**src/rtl/mission_sampler.sv**
```systemverilog
module mission_sampler #(
  parameter int BIN_W     = 16,
  parameter int RATE_W    = 8,
  parameter int DLY_W     = 16,
  parameter int CNT_W     = 24,
  parameter int RD_W      = 8,
  parameter int BIN_SHIFT = 2,
  localparam int IDX_W    = RD_W - BIN_SHIFT,
  localparam int NBINS    = 1 << IDX_W
) (
  input  logic             clk,
  input  logic             rst_n,
  input  logic             wr_en,
  input  logic [1:0]       wr_sel,
  input  logic [DLY_W-1:0] wr_data,
  input  logic             clear_req,
  input  logic             minute_tick,
  output logic             conv_req,
  input  logic             conv_done,
  input  logic [RD_W-1:0]  conv_data,
  input  logic [IDX_W-1:0] rd_bin,
  output logic [BIN_W-1:0] rd_count,
  output logic             mission_active,
  output logic             sample_busy,
  output logic             mem_cleared,
  output logic [CNT_W-1:0] mission_samples,
  output logic [CNT_W-1:0] device_samples
);
  logic [RATE_W-1:0] rate, ivl_cnt;
  logic [DLY_W-1:0]  delay;
  logic              inhibit, clr_en, waiting;
  logic [BIN_W-1:0]  hist [NBINS];

  wire wr_rate  = wr_en && wr_sel == 2'd0;
  wire wr_dly   = wr_en && wr_sel == 2'd1;
  wire wr_ctl   = wr_en && wr_sel == 2'd2;
  wire stop     = wr_en && wr_sel == 2'd3 && !wr_data[0];
  wire do_clear = clear_req && clr_en && !mission_active;
  wire start    = wr_rate && (|wr_data[RATE_W-1:0]) && !mission_active
                  && mem_cleared && !inhibit && !do_clear;
  wire due      = mission_active && minute_tick
                  && (waiting ? delay == '0 : ivl_cnt == '0);
  wire fire     = due && !sample_busy && !stop;
  wire landed   = sample_busy && conv_done;
  wire [IDX_W-1:0] bin = conv_data[RD_W-1:BIN_SHIFT];
  wire bin_full = &hist[bin];

  assign rd_count = hist[rd_bin];

  always_ff @(posedge clk) begin
    if (!rst_n) begin
      rate            <= '0;
      ivl_cnt         <= '0;
      delay           <= '0;
      inhibit         <= 1'b1;
      clr_en          <= 1'b0;
      waiting         <= 1'b0;
      conv_req        <= 1'b0;
      mission_active  <= 1'b0;
      sample_busy     <= 1'b0;
      mem_cleared     <= 1'b0;
      mission_samples <= '0;
      device_samples  <= '0;
      for (int i = 0; i < NBINS; i++) hist[i] <= '0;
    end else begin
      conv_req <= fire;
      if (fire) sample_busy <= 1'b1;
      else if (landed) sample_busy <= 1'b0;

      if (landed) begin
        if (!bin_full) hist[bin] <= hist[bin] + 1'b1;
        mission_samples <= mission_samples + 1'b1;
        device_samples  <= device_samples + 1'b1;
      end

      if (wr_ctl) begin
        inhibit <= wr_data[0];
        clr_en  <= wr_data[1];
      end
      if (clear_req) clr_en <= 1'b0;

      if (wr_rate && !mission_active) rate  <= wr_data[RATE_W-1:0];
      if (wr_dly  && !mission_active) delay <= wr_data;

      if (start) begin
        mission_active <= 1'b1;
        mem_cleared    <= 1'b0;
        waiting        <= 1'b1;
      end

      if (mission_active && minute_tick) begin
        if (waiting) begin
          if (delay == '0) begin
            waiting <= 1'b0;
            ivl_cnt <= rate - 1'b1;
          end else
            delay <= delay - 1'b1;
        end else if (ivl_cnt == '0)
          ivl_cnt <= rate - 1'b1;
        else
          ivl_cnt <= ivl_cnt - 1'b1;
      end

      if (stop) mission_active <= 1'b0;

      if (do_clear) begin
        for (int i = 0; i < NBINS; i++) hist[i] <= '0;
        mission_samples <= '0;
        rate            <= '0;
        delay           <= '0;
        mem_cleared     <= 1'b1;
      end
    end
  end
endmodule

```
**config.mk**
```make
export PLATFORM = sky130hd
export DESIGN_NAME = mission_sampler
export DESIGN_NICKNAME = d
export VERILOG_FILES = /design/src/rtl/mission_sampler.sv
export SDC_FILE = /design/constraint.sdc
export NUM_CORES = 2
export LEC_CHECK = 0
export BUFFER_PORTS_ARGS = -buffer_cell sky130_fd_sc_hd__buf_2
export CORE_MARGIN = 1.5
export CORE_UTILIZATION = 45
export DETAILED_ROUTE_END_ITERATION = 6
export HOLD_SLACK_MARGIN = 0.08
export PLACE_DENSITY = 0.7
export SYNTH_ARGS = -nofsm -noshare
export SYNTH_HDL_FRONTEND = slang
export SYNTH_SLANG_ARGS = --single-unit
```
**constraint.sdc**
```tcl
create_clock -name clk -period 9.9 [get_ports clk]
set_input_delay 0.495 -clock clk [delete_from_list [all_inputs] [get_ports clk]]
set_output_delay 0.495 -clock clk [all_outputs]
set_load 0.005 [all_outputs]
```
==> flow_metrics.env <==
export IMPL_antenna_found_initial=9
export IMPL_nets=3936
export IMPL_finClkSkew_ns=0.02904
export IMPL_clk_pin_slew_ns=0.06
export IMPL_grt_usage_pct=26.24
export IMPL_worstMarginPinSlew_ns=1.338
export IMPL_n_fill_cell=10530
export IMPL_die_w_um=360.2
export IMPL_grt_max_degree=137
export IMPL_utilization_pct=49.66
export IMPL_post_route_min_period_ns=6.662
export IMPL_power_density_nw_per_um2=174.1
export IMPL_die_h_um=360.2
export IMPL_synth_area_um2=57410
export IMPL_drc_errors=0
export IMPL_rows=130
export IMPL_pre_cts_slack_ns=2.449
export IMPL_synth_edff_count=1024
export IMPL_syn_inst=3955
export IMPL_status="finished clean"
export IMPL_place_area_um2=58850
export IMPL_place_congestion=0.9941
export IMPL_finalSetupViolations=0
export IMPL_synth_nets=4001
export IMPL_ys_flop_type="edfxtp_1"
export IMPL_cp_arrival_ns=7.01
export IMPL_fmax_mhz=150.1
export IMPL_rsz0062_at_grt="false"
export IMPL_port_buffer_count=103
export IMPL_syn_to_final_growth_pct=9.040
export IMPL_p_leak_nw=20.81
export IMPL_slew_headroom_pct=10.48
export IMPL_synth_seq_cells=1111
export IMPL_min_path_type="in2reg"
export IMPL_clkLatencyLatePin_ns=0.75
export IMPL_die_area_um2=129700
export IMPL_clock_sinks=1111
export IMPL_worstPathRequired_ns=10.25
export IMPL_cts_setup_buffers=0
export IMPL_drv_cap=0
export IMPL_hpwl_um=109600
export IMPL_finalInstanceArea_um2=62600
export IMPL_grt_pass1_wl_um=248500
export IMPL_fin_ws_ns=3.238
export IMPL_ys_seq_area_share_pct=56.59
export IMPL_cts_buffers_inserted=112
export IMPL_worst_setup_path_start_kind="primary input"
export IMPL_critPathCaptureType="flop"
export IMPL_grt_ovfl_total=0
export IMPL_grt_pass1_vias=36050
export IMPL_fin_setup_tns_ns=0
export IMPL_max_clock_path_buffers=3
export IMPL_ant_nets=0
export IMPL_final_cell_mix="nor2_1 (1086), edfxtp_1 (1024), mux4_2 (594), nand2_1 (144), a22oi_1 (122)"
export IMPL_cts_root_buf="clkbuf_16"
export IMPL_layout_commonest_cell="nor2_1"
export IMPL_synthArstFlopShare_pct=0
export IMPL_total_power_mw=10.90
export IMPL_drt_iter0_drc=5652
export IMPL_layout_drive_gt1_share_pct=26.38
export IMPL_drtPass1Iterations=6
export IMPL_crit_type="in2reg"
export IMPL_cts_tree="yes"
export IMPL_start_util_pct=45.55
export IMPL_cts_max_level=3
export IMPL_ios=106
export IMPL_report_final_slew_viol_count=0
export IMPL_vias=36710
export IMPL_core_area_um2=126100
export IMPL_crit_fanout=64
export IMPL_hold_viol_final=0
export IMPL_routedWlPerCell_um=30.33
export IMPL_multiInputGateArea_um2=23040
export IMPL_seq_area_um2=32490
export IMPL_ir_drop_mv=0.1284
export IMPL_routed_via_density=6.512
export IMPL_yosysUniqueCellTypes=65
export IMPL_synth_area_per_cell_um2=14.52
export IMPL_post_route_period_util_pct=67.29
export IMPL_synth_warnings=0
export IMPL_finalWirelength_um=171000
metrics by stage:
step,hold slack (ns),instances
floorplan,0.4314,3955
global route,0.1625,5635
finish,0.1534,5637
CTS,0.09990,5634
global placement,0.4484,5407
detailed placement,0.4588,5407
what timing repair did:
item                      in CTS  in global routing
hold buffers                  19                  0
resized for setup              0                  0
hold endpoints to repair      23                  0
logic make-up (layout without fill, tap and decap cells):
kind of cell	Yosys count	count (layout)	synth area share, %
buffers and inverters	388	417	3.598
adders and majority gates	8	8	0.1743
xor gates and xnor gates	59	59	0.9262
muxes	604	604	23.48
AOI/OAI and AO/OA	276	276	3.123
and+or+nand+nor	1509	1509	12.11
DFF	1111	1111	56.59
other	0	3	0
path summary, 6_finish.rpt:
| path | from | to | slack, ns | cells past startpoint |
|---|---|---|---|---|
| min reg2reg | rate[7]$_SDFFE_PP0P_ | rate[7]$_SDFFE_PP0P_ | 0.47 | 2 |
| max | conv_data[2] | hist[34][10]$_SDFFCE_PN0P_ | 3.24 | 13 |
| max reg2reg | hist[39][0]$_SDFFCE_PN0P_ | hist[34][10]$_SDFFCE_PN0P_ | 3.84 | 11 |
| min | wr_sel[0] | inhibit$_SDFFE_PN1P_ | 0.15 | 4 |
flip-flops by register name, summed over array words and instances (netlist names), 8 cells and up:
name	count
delay	16
device_samples	24
hist	1024
ivl_cnt	8
mission_samples	24
rate	8
critical path, stage by stage:
cell and delay [ns]:
buf_8 0.54, buf_4 0.63, mux4_2 0.58, a22oi_1 0.37
a21oi_1 0.23, nor4_1 0.60, inv_1 0.11, ha_1 0.31
nor4b_2 0.25, nand4_1 0.20, buf_4 0.77, nand4_2 0.80
nand2_1 1.00
synthesized netlist by cell type, types with 4 or more instances:
library cell / n / area, µm²
inv_1: 15 / 56.30
nand4_4: 24 / 510.5
nand2b_1: 9 / 56.30
dfxtp_1: 87 / 1742
o21ai_0: 27 / 135.1
buf_8: 5 / 75.07
a31oi_1: 4 / 25.02
buf_12: 5 / 100.1
nor4_1: 16 / 100.1
xor2_1: 22 / 192.7
xnor2_1: 35 / 306.5
a21boi_0: 5 / 37.54
nand3_2: 23 / 230.2
nand4_2: 4 / 50.05
buf_1: 38 / 142.6
clkbuf_1: 182 / 683.2
mux4_2: 594 / 13380
nor3_1: 47 / 235.2
nand2_1: 145 / 544.3
and2_1: 29 / 181.4
nand3_1: 29 / 145.1
nand2_2: 10 / 62.56
and4_1: 4 / 35.03
a22oi_1: 122 / 915.9
nor2_1: 1087 / 4080
mux2i_1: 9 / 90.09
nor2b_1: 7 / 43.79
a21oi_1: 94 / 470.5
nor3b_1: 5 / 37.54
buf_2: 56 / 280.3
buf_6: 21 / 236.5
and3_1: 8 / 50.05
buf_4: 65 / 488.0
nor4_2: 9 / 112.6
ha_1: 8 / 100.1
nand4_1: 13 / 81.33
nor2_4: 7 / 78.83
or3_1: 13 / 81.33
edfxtp_1: 1024 / 30750
area by class of cell:
class / count / area share (%)
Sequential cell: 1111 / 51.90
Clock buffer: 150 / 4.897
Antenna cell: 3 / 0.01199
Timing Repair Buffer: 193 / 2.210
Tap cell: 1650 / 3.298
Clock inverter: 58 / 0.7894
Multi-Input combinational cell: 2456 / 36.80
Inverter: 16 / 0.09593
per-layer routing:
layer | part of all wire, % | global-route usage [%]
met1 | 36 | 35.47
met2 | 46 | 39.76
met3 | 14 | 7.487
met4 | 4.8 | 11.26
met5 | 0.037 | 0
power by group:
part	leakage (nW)	internal [mW]	switching, mW
Combinational	7.77	0.466	0.891
Clock	1.75	2.33	1.86
Sequential	11.3	5.27	0.0774
Total	20.8	8.07	2.83
Power figures use the tool's default switching activity.
